File: src/rtl/mdisk_pkg.sv
package mdisk_pkg;
    typedef enum logic [1:0] {
        PH_IDLE  = 2'd0,
        PH_PULSE = 2'd1,
        PH_HOLD  = 2'd2
    } wr_phase_e;
endpackage

File: src/rtl/mdisk_decode.sv
module mdisk_decode #(
    parameter int                PORT_W    = 8,
    parameter int                NUM_AREG  = 3,
    parameter logic [PORT_W-1:0] BASE_PORT = 8'h44
) (
    input  logic                io_req,
    input  logic                io_wr,
    input  logic                io_rd,
    input  logic [PORT_W-1:0]   io_addr,
    input  logic                busy,
    output logic                data_wr,
    output logic                data_rd,
    output logic [NUM_AREG-1:0] areg_wr
);
    logic acc_ok;

    // Accesses are accepted only on qualified I/O cycles with no write in flight
    assign acc_ok  = io_req && !busy;
    assign data_wr = acc_ok && io_wr && (io_addr == BASE_PORT);
    assign data_rd = acc_ok && io_rd && (io_addr == BASE_PORT);

    for (genvar g = 0; g < NUM_AREG; g++) begin : g_areg_dec
        localparam logic [PORT_W-1:0] AREG_PORT = PORT_W'(BASE_PORT + 1 + g);
        assign areg_wr[g] = acc_ok && io_wr && (io_addr == AREG_PORT);
    end
endmodule

File: src/rtl/mdisk_addr_latch.sv
module mdisk_addr_latch #(
    parameter int DATA_W   = 8,
    parameter int NUM_AREG = 3,
    localparam int ADDR_W  = DATA_W * NUM_AREG
) (
    input  logic                clk,
    input  logic                rst,
    input  logic [NUM_AREG-1:0] areg_wr,
    input  logic [DATA_W-1:0]   wdata,
    output logic [ADDR_W-1:0]   addr
);
    typedef struct packed {
        logic [NUM_AREG-1:0][DATA_W-1:0] lane;
    } latch_t;

    latch_t st_d, st_q;

    always_comb begin
        st_d = st_q;
        for (int k = 0; k < NUM_AREG; k++) begin
            if (areg_wr[k]) begin
                st_d.lane[k] = wdata;
            end
        end
    end

    always_ff @(posedge clk) begin
        if (rst) begin
            st_q <= '0;
        end else begin
            st_q <= st_d;
        end
    end

    assign addr = st_q.lane;
endmodule

File: src/rtl/mdisk_write_seq.sv
module mdisk_write_seq
    import mdisk_pkg::*;
#(
    parameter int DATA_W = 8
) (
    input  logic              clk,
    input  logic              rst,
    input  logic              start,
    input  logic [DATA_W-1:0] din,
    output logic              we,
    output logic              busy,
    output logic [DATA_W-1:0] wdata
);
    typedef struct packed {
        wr_phase_e         phase;
        logic [DATA_W-1:0] wdata;
    } seq_t;

    seq_t st_d, st_q;

    always_comb begin
        st_d = st_q;
        case (st_q.phase)
            PH_IDLE: begin
                if (start) begin
                    st_d.phase = PH_PULSE;
                    st_d.wdata = din;
                end
            end
            PH_PULSE: st_d.phase = PH_HOLD;
            PH_HOLD:  st_d.phase = PH_IDLE;
            default:  st_d.phase = PH_IDLE;
        endcase
    end

    always_ff @(posedge clk) begin
        if (rst) begin
            st_q <= '{phase: PH_IDLE, wdata: '0};
        end else begin
            st_q <= st_d;
        end
    end

    assign we    = (st_q.phase == PH_PULSE);
    assign busy  = (st_q.phase != PH_IDLE);
    assign wdata = st_q.wdata;
endmodule

File: src/rtl/mdisk_rd_path.sv
module mdisk_rd_path #(
    parameter int DATA_W = 8
) (
    input  logic              clk,
    input  logic              rst,
    input  logic              rd_hit,
    input  logic [DATA_W-1:0] mem_rdata,
    output logic              oe,
    output logic [DATA_W-1:0] rdata
);
    typedef struct packed {
        logic              win;
        logic [DATA_W-1:0] data;
    } rd_t;

    rd_t st_d, st_q;

    always_comb begin
        st_d     = st_q;
        st_d.win = rd_hit;
        if (rd_hit) begin
            st_d.data = mem_rdata;
        end
    end

    always_ff @(posedge clk) begin
        if (rst) begin
            st_q <= '0;
        end else begin
            st_q <= st_d;
        end
    end

    assign oe    = st_q.win;
    assign rdata = st_q.data;
endmodule

File: src/rtl/mdisk_port_ctrl.sv
module mdisk_port_ctrl #(
    parameter int                PORT_W    = 8,
    parameter int                DATA_W    = 8,
    parameter int                NUM_AREG  = 3,
    parameter logic [PORT_W-1:0] BASE_PORT = 8'h44,
    localparam int               ADDR_W    = DATA_W * NUM_AREG
) (
    input  logic              clk,
    input  logic              rst,
    input  logic              io_req,
    input  logic              io_wr,
    input  logic              io_rd,
    input  logic [PORT_W-1:0] io_addr,
    input  logic [DATA_W-1:0] io_wdata,
    output logic [DATA_W-1:0] io_rdata,
    output logic              io_rdata_oe,
    output logic [ADDR_W-1:0] mem_addr,
    output logic [DATA_W-1:0] mem_wdata,
    output logic              mem_wdata_oe,
    output logic              mem_we,
    input  logic [DATA_W-1:0] mem_rdata
);
    logic                data_wr;
    logic                data_rd;
    logic [NUM_AREG-1:0] areg_wr;
    logic                seq_busy;
    logic                rd_oe;

    mdisk_decode #(
        .PORT_W    (PORT_W),
        .NUM_AREG  (NUM_AREG),
        .BASE_PORT (BASE_PORT)
    ) i_decode (
        .io_req  (io_req),
        .io_wr   (io_wr),
        .io_rd   (io_rd),
        .io_addr (io_addr),
        .busy    (seq_busy),
        .data_wr (data_wr),
        .data_rd (data_rd),
        .areg_wr (areg_wr)
    );

    mdisk_addr_latch #(
        .DATA_W   (DATA_W),
        .NUM_AREG (NUM_AREG)
    ) i_addr_latch (
        .clk     (clk),
        .rst     (rst),
        .areg_wr (areg_wr),
        .wdata   (io_wdata),
        .addr    (mem_addr)
    );

    mdisk_write_seq #(
        .DATA_W (DATA_W)
    ) i_write_seq (
        .clk   (clk),
        .rst   (rst),
        .start (data_wr),
        .din   (io_wdata),
        .we    (mem_we),
        .busy  (seq_busy),
        .wdata (mem_wdata)
    );

    mdisk_rd_path #(
        .DATA_W (DATA_W)
    ) i_rd_path (
        .clk       (clk),
        .rst       (rst),
        .rd_hit    (data_rd),
        .mem_rdata (mem_rdata),
        .oe        (rd_oe),
        .rdata     (io_rdata)
    );

    // The read driver and the write-direction path never drive at the same time
    assign io_rdata_oe  = rd_oe;
    assign mem_wdata_oe = !rd_oe;
endmodule

File: config.mk
export PLATFORM = sky130hd
export DESIGN_NAME = mdisk_port_ctrl
export DESIGN_NICKNAME = d
export VERILOG_FILES = /design/src/rtl/mdisk_pkg.sv /design/src/rtl/mdisk_decode.sv /design/src/rtl/mdisk_addr_latch.sv /design/src/rtl/mdisk_write_seq.sv /design/src/rtl/mdisk_rd_path.sv /design/src/rtl/mdisk_port_ctrl.sv
export SDC_FILE = /design/constraint.sdc
export NUM_CORES = 1
export LEC_CHECK = 0
export ABC_AREA = 1
export BUFFER_PORTS_ARGS = -buffer_cell sky130_fd_sc_hd__buf_2
export CORE_MARGIN = 2
export CORE_UTILIZATION = 53
export DETAILED_ROUTE_END_ITERATION = 16
export GPL_TIMING_DRIVEN = 0
export PLACE_DENSITY = 0.93
export SLEW_MARGIN = 20
export SYNTH_ARGS = -nofsm -noshare
export SYNTH_HDL_FRONTEND = slang
export SYNTH_SLANG_ARGS = --single-unit
File: constraint.sdc
create_clock -name clk -period 2.9 [get_ports clk]
set_input_delay 0.435 -clock clk [delete_from_list [all_inputs] [get_ports clk]]
set_output_delay 0.435 -clock clk [all_outputs]
set_load 0.1 [all_outputs]
=== Yosys cells after proc, flatten, opt, wreduce, memory -nomap -nowiden ===
Cells that the tools add are included.

* Bits in registers: 43
* Input bits: 29
* Output and inout port bits: 43
* Word-level logic and storage cells: 28

* Equality and inequality tests: 6
* Mux-type cells: 2
* Reduce and logical (&&, ||, !) cells: 13

{| class="wikitable"
|+ Operators with widths
! kind !! number
|-
| 8-bit by 7-bit == test with 1-bit output (second input constant) || 4
|-
| 10-bit 2-to-1 mux || 1
|-
| 1-bit logical AND || 8
|-
| 2-bit case mux with 2 select lines || 1
|-
| 2-bit by 1-bit == test with 1-bit output (second input constant) || 1
|-
| 1-bit logical NOT || 2
|-
| 2-bit logical NOT || 1
|-
| 2-bit inequality test (second input constant) || 1
|-
| 2-bit AND reduction || 1
|-
| 2-bit nonzero test || 1
|}

=== Depth between registers and ports, before layout ===
* Word-level depth: 7
* Mapped depth: 8
* Mapped depth without buffers: 7

=== By module ===
From an unflattened synthesis, not the netlist that was laid out.

* Cell total of the unflattened synthesis: 288
* Area, all modules: 1963.1 um^2

{| class="wikitable"
|+ Modules (own cells, without submodules)
! module !! instances !! cells each !! area each (um^2) !! seq. area each (um^2)
|-
| mdisk_addr_latch || 1 || 137 || 974.7 || 480.5
|-
| mdisk_write_seq || 1 || 69 || 496.7 || 200.2
|-
| mdisk_rd_path || 1 || 54 || 369.1 || 180.2
|-
| mdisk_decode || 1 || 27 || 118.9 || 0.0
|-
| mdisk_port_ctrl || 1 || 1 || 3.8 || 0.0
|}

=== Worst setup path before layout ===
No wires, ideal clock.

* Kind: reg2out
* Start: register i_write_seq.st_q[8] (netlist name)
* End: output port mem_we
* Data arrival time: 1.622 ns
* Required time: 2.465 ns
* Path slack: 0.843 ns
* Cell stages (with the launch flop): 3
* Buffers on the path: 0
* Path through: dfxtp_1 > inv_2 > nor2_1

* Word-level cells in the longest chain between the ends: 1

{| class="wikitable"
|+ Ends and longest elaborated chain
! item !! RTL line !! text
|-
| start, declared || mdisk_write_seq.sv:19 || <nowiki>seq_t st_d, st_q;</nowiki>
|-
| start signal, assigned || mdisk_write_seq.sv:38 || <nowiki>st_q <= '{phase: PH_IDLE, wdata: '0};</nowiki>
|-
| start signal, assigned || mdisk_write_seq.sv:40 || <nowiki>st_q <= st_d;</nowiki>
|-
| 2-bit by 1-bit == test with 1-bit output || mdisk_write_seq.sv:44 || <nowiki>assign we = (st_q.phase == PH_PULSE);</nowiki>
|-
| end, declared || mdisk_port_ctrl.sv:20 || <nowiki>output logic mem_we,</nowiki>
|}

Every way passes these cells.

=== Worst setup path in the final report ===
Same ends and word-level chain as after synthesis.

==> flow_summary_export.csv <==
group,metric,value,unit
finish,multiInputGateArea,942,um^2
critical_path,crit_type,"register to primary output",
hold_path,hold_end,"i_write_seq.st_q[9]$_SDFFE_PP0P_",
placement,gp_congestion,0.867,
clock_network,cts_setup_buffers,0,
power_and_ir_drop,power,1.18,mW
timing,setup_violations,0,
power_and_ir_drop,leakage,1.32,nW
power_and_ir_drop,pwr-share-seq,0.499,
critical_path,start_kind,"register",
power_and_ir_drop,p_sw,274,uW
timing,hold_viol,0,
route,firstDrtPassIters,4,
route,drtIter0Drc,87,
synth,yosysSeqAreaShare,0.417,
critical_path,worstPathArrival,1.20,ns
global_route,grt_pass1_wl,7710,um
global_route,antenna_found_initial,0,
clock_network,clock_sinks,43,
timing,finalClockSkew,0.00263,ns
critical_path,r2r-start,"i_write_seq.st_q[9]$_SDFFE_PP0P_",
route,wire_per_inst,11.0,um
synth,synthCells,295,
finish,fin_cells,422,
finish,antenna_cells,0,
critical_path,r2r_end,"i_addr_latch.addr[16]$_SDFFE_PP0P_",
critical_path,required,2.47,ns
clock_network,cts.repair.resized,0,
run_status,status,"complete, no violations",
timing,fin_ws,1.27,ns
timing,holdWs,0.338,ns
power_and_ir_drop,power_density,456,nW/um^2
route,dr_total_vias,2014,
finish,finalInstanceArea,2600,um^2
hold_path,hold_path_depth,2,
floorplan,core_area,3690,um^2
timing,rsz0062_at_grt,"no",
floorplan,placementRows,22,
global_route,grt_use_total,0.231,
synth,synth_cell_types,16,
floorplan,start_util,0.559,
clock_network,cts_hold_buffers,0,
finish,finalNetCount,402,
clock_network,cts_tree,"yes",
hold_path,hp-class,"input pin to register",
placement,io_buffer_count,71,
route,viasPerCell,4.77,
timing,fmax,612,MHz
synth,synth.net_count,324,
route,routed_wl,4650,um
route,drc_errors,0,
global_route,gr-total-overflow,0,
hold_path,hp-start,"rst",
clock_network,insertion_delay,0.30,ns
timing,min_period_over_period,0.563,
finish,area_growth,25.8,%
timing,worst_pin_slew,0.493,ns
clock_network,htreeDepth,2,
critical_path,r2r_cells,7,
route,final_antenna_net_count,0,
clock_network,clk_pin_slew_worst_paths,0.08,ns
placement,place_ws,1.42,ns
critical_path,worst-path-max-fanout,5,
placement,hpwl,3640,um
finish,drive_above_1_share,0.318,
placement,place_area,2480,um^2
synth,synth_area_per_cell,6.99,um^2
synth,synth_area,2060,um^2
power_and_ir_drop,combPwrFrac,0.091,
synth,synth.ff_latch_count,43,
global_route,grt_max_degree,14,
finish,fin_util,0.704,
floorplan,dieArea,4410,um^2
finish,seqCellArea,861,um^2
clock_network,cts-root-buf,"clkbuf_8",
power_and_ir_drop,vdd_drop_max,0.293,mV
power_and_ir_drop,swShare,0.232,
floorplan,die_x,66.4,um
critical_path,reg2reg_slack,1.66,ns
placement,dp.cells,414,
timing,finalMaxSlewViolations,0,
clock_network,cts-buffers-inserted,5,
run,drv_cap,0,
clock_network,clk_path_buf_depth,2,
global_route,grt_pass1_vias,1862,
critical_path,endpoint_kind,"primary output",
synth,yosys_warnings,0,
floorplan,dieHeight,66.4,um
power_and_ir_drop,clkPwrFrac,0.410,
timing,period_minus_slack,1.63,ns
floorplan,ios,72,
timing,slew-limit-headroom,0.674,
power_and_ir_drop,power.internal,909,uW
finish,fill_cells,305,
timing,finalSetupTns,0,ns
[worst max-delay path: stages (launching register included)]
cell and delay (ns):
dfxtp_1 0.32, inv_2 0.07, nor2_1 0.08, buf_2 0.42
[cell families (layout without fill, tap and decap cells)]
logic type,after synthesis,after routing,synth area share
AND/OR/NAND/NOR,205,205,0.457
buffers and inverters,47,126,0.126
flip-flops,43,43,0.417
[layout make-up]
class,count,share of cell area
Inverter,31,0.0448
Clock buffer,6,0.0318
Tap cell,48,0.0231
Timing Repair Buffer,71,0.137
Buffer,16,0.0554
Multi-Input combinational cell,205,0.363
Clock inverter,2,0.0135
Sequential cell,43,0.332
[registers in the layout (all words and copies together) (netlist names)]
| register | cells |
|---|---|
| i_write_seq.st_q | 2 |
| i_addr_latch.addr | 24 |
| i_write_seq.wdata | 8 |
| i_rd_path.rdata | 8 |
| i_rd_path.oe | 1 |
[cells in the mapped netlist]
master | instances | area share
nor3_1 | 3 | 0.0073
nand3_2 | 1 | 0.0049
dfxtp_1 | 43 | 0.42
nand4_1 | 1 | 0.0030
nand3_1 | 40 | 0.097
nor2_2 | 4 | 0.012
buf_6 | 7 | 0.038
inv_2 | 5 | 0.0091
nor2_1 | 89 | 0.16
buf_2 | 1 | 0.0024
nor2_4 | 10 | 0.055
buf_4 | 8 | 0.029
nand2_2 | 3 | 0.0091
nand4_4 | 1 | 0.010
inv_1 | 26 | 0.047
nand2_1 | 53 | 0.096
[worst max path at each step]
stage                     slack [ns]                                end  cells after the start                              from
after global routing            1.24                             mem_we                      3  i_write_seq.st_q[8]$_SDFFE_PP0P_
after floorplan                 0.84                             mem_we                      2  i_write_seq.st_q[8]$_SDFFE_PP0P_
final                           1.27                             mem_we                      3  i_write_seq.st_q[8]$_SDFFE_PP0P_
after global placement          1.46  i_addr_latch.addr[2]$_SDFFE_PP0P_                      7                        io_addr[5]
after detailed placement        1.42    i_rd_path.rdata[2]$_SDFFE_PP0P_                      8                        io_addr[5]
after CTS                       1.26                             mem_we                      3  i_write_seq.st_q[8]$_SDFFE_PP0P_
[metal layers]
| metal | wire (um) | global-route usage |
|---|---|---|
| met1 | 1980 | 0.263 |
| met2 | 2170 | 0.399 |
| met3 | 358 | 0.0511 |
| met4 | 148 | 0.125 |
| met5 | 0 | 0 |
[power by group through the flow]
stage	Combinational (mW)	Sequential [mW]	Clock, mW
after floorplan	0.0657	0.609	0
after global placement	0.104	0.605	0
after detailed placement	0.107	0.605	0
after CTS	0.107	0.591	0.490
after global routing	0.121	0.591	0.512
final	0.107	0.591	0.485
[placed cells by master, fill, tap and decap left out, drive strengths merged]
cell type | netlist | routed
nor2 | 103 | 103
bufinv | 0 | 1
buf | 16 | 87
nor3 | 3 | 3
clkbuf | 0 | 6
nand2 | 56 | 56
nand4 | 2 | 2
nand3 | 41 | 41
inv | 31 | 31
clkinv | 0 | 1
dfxtp | 43 | 43
Power figures use the tool's default switching activity.
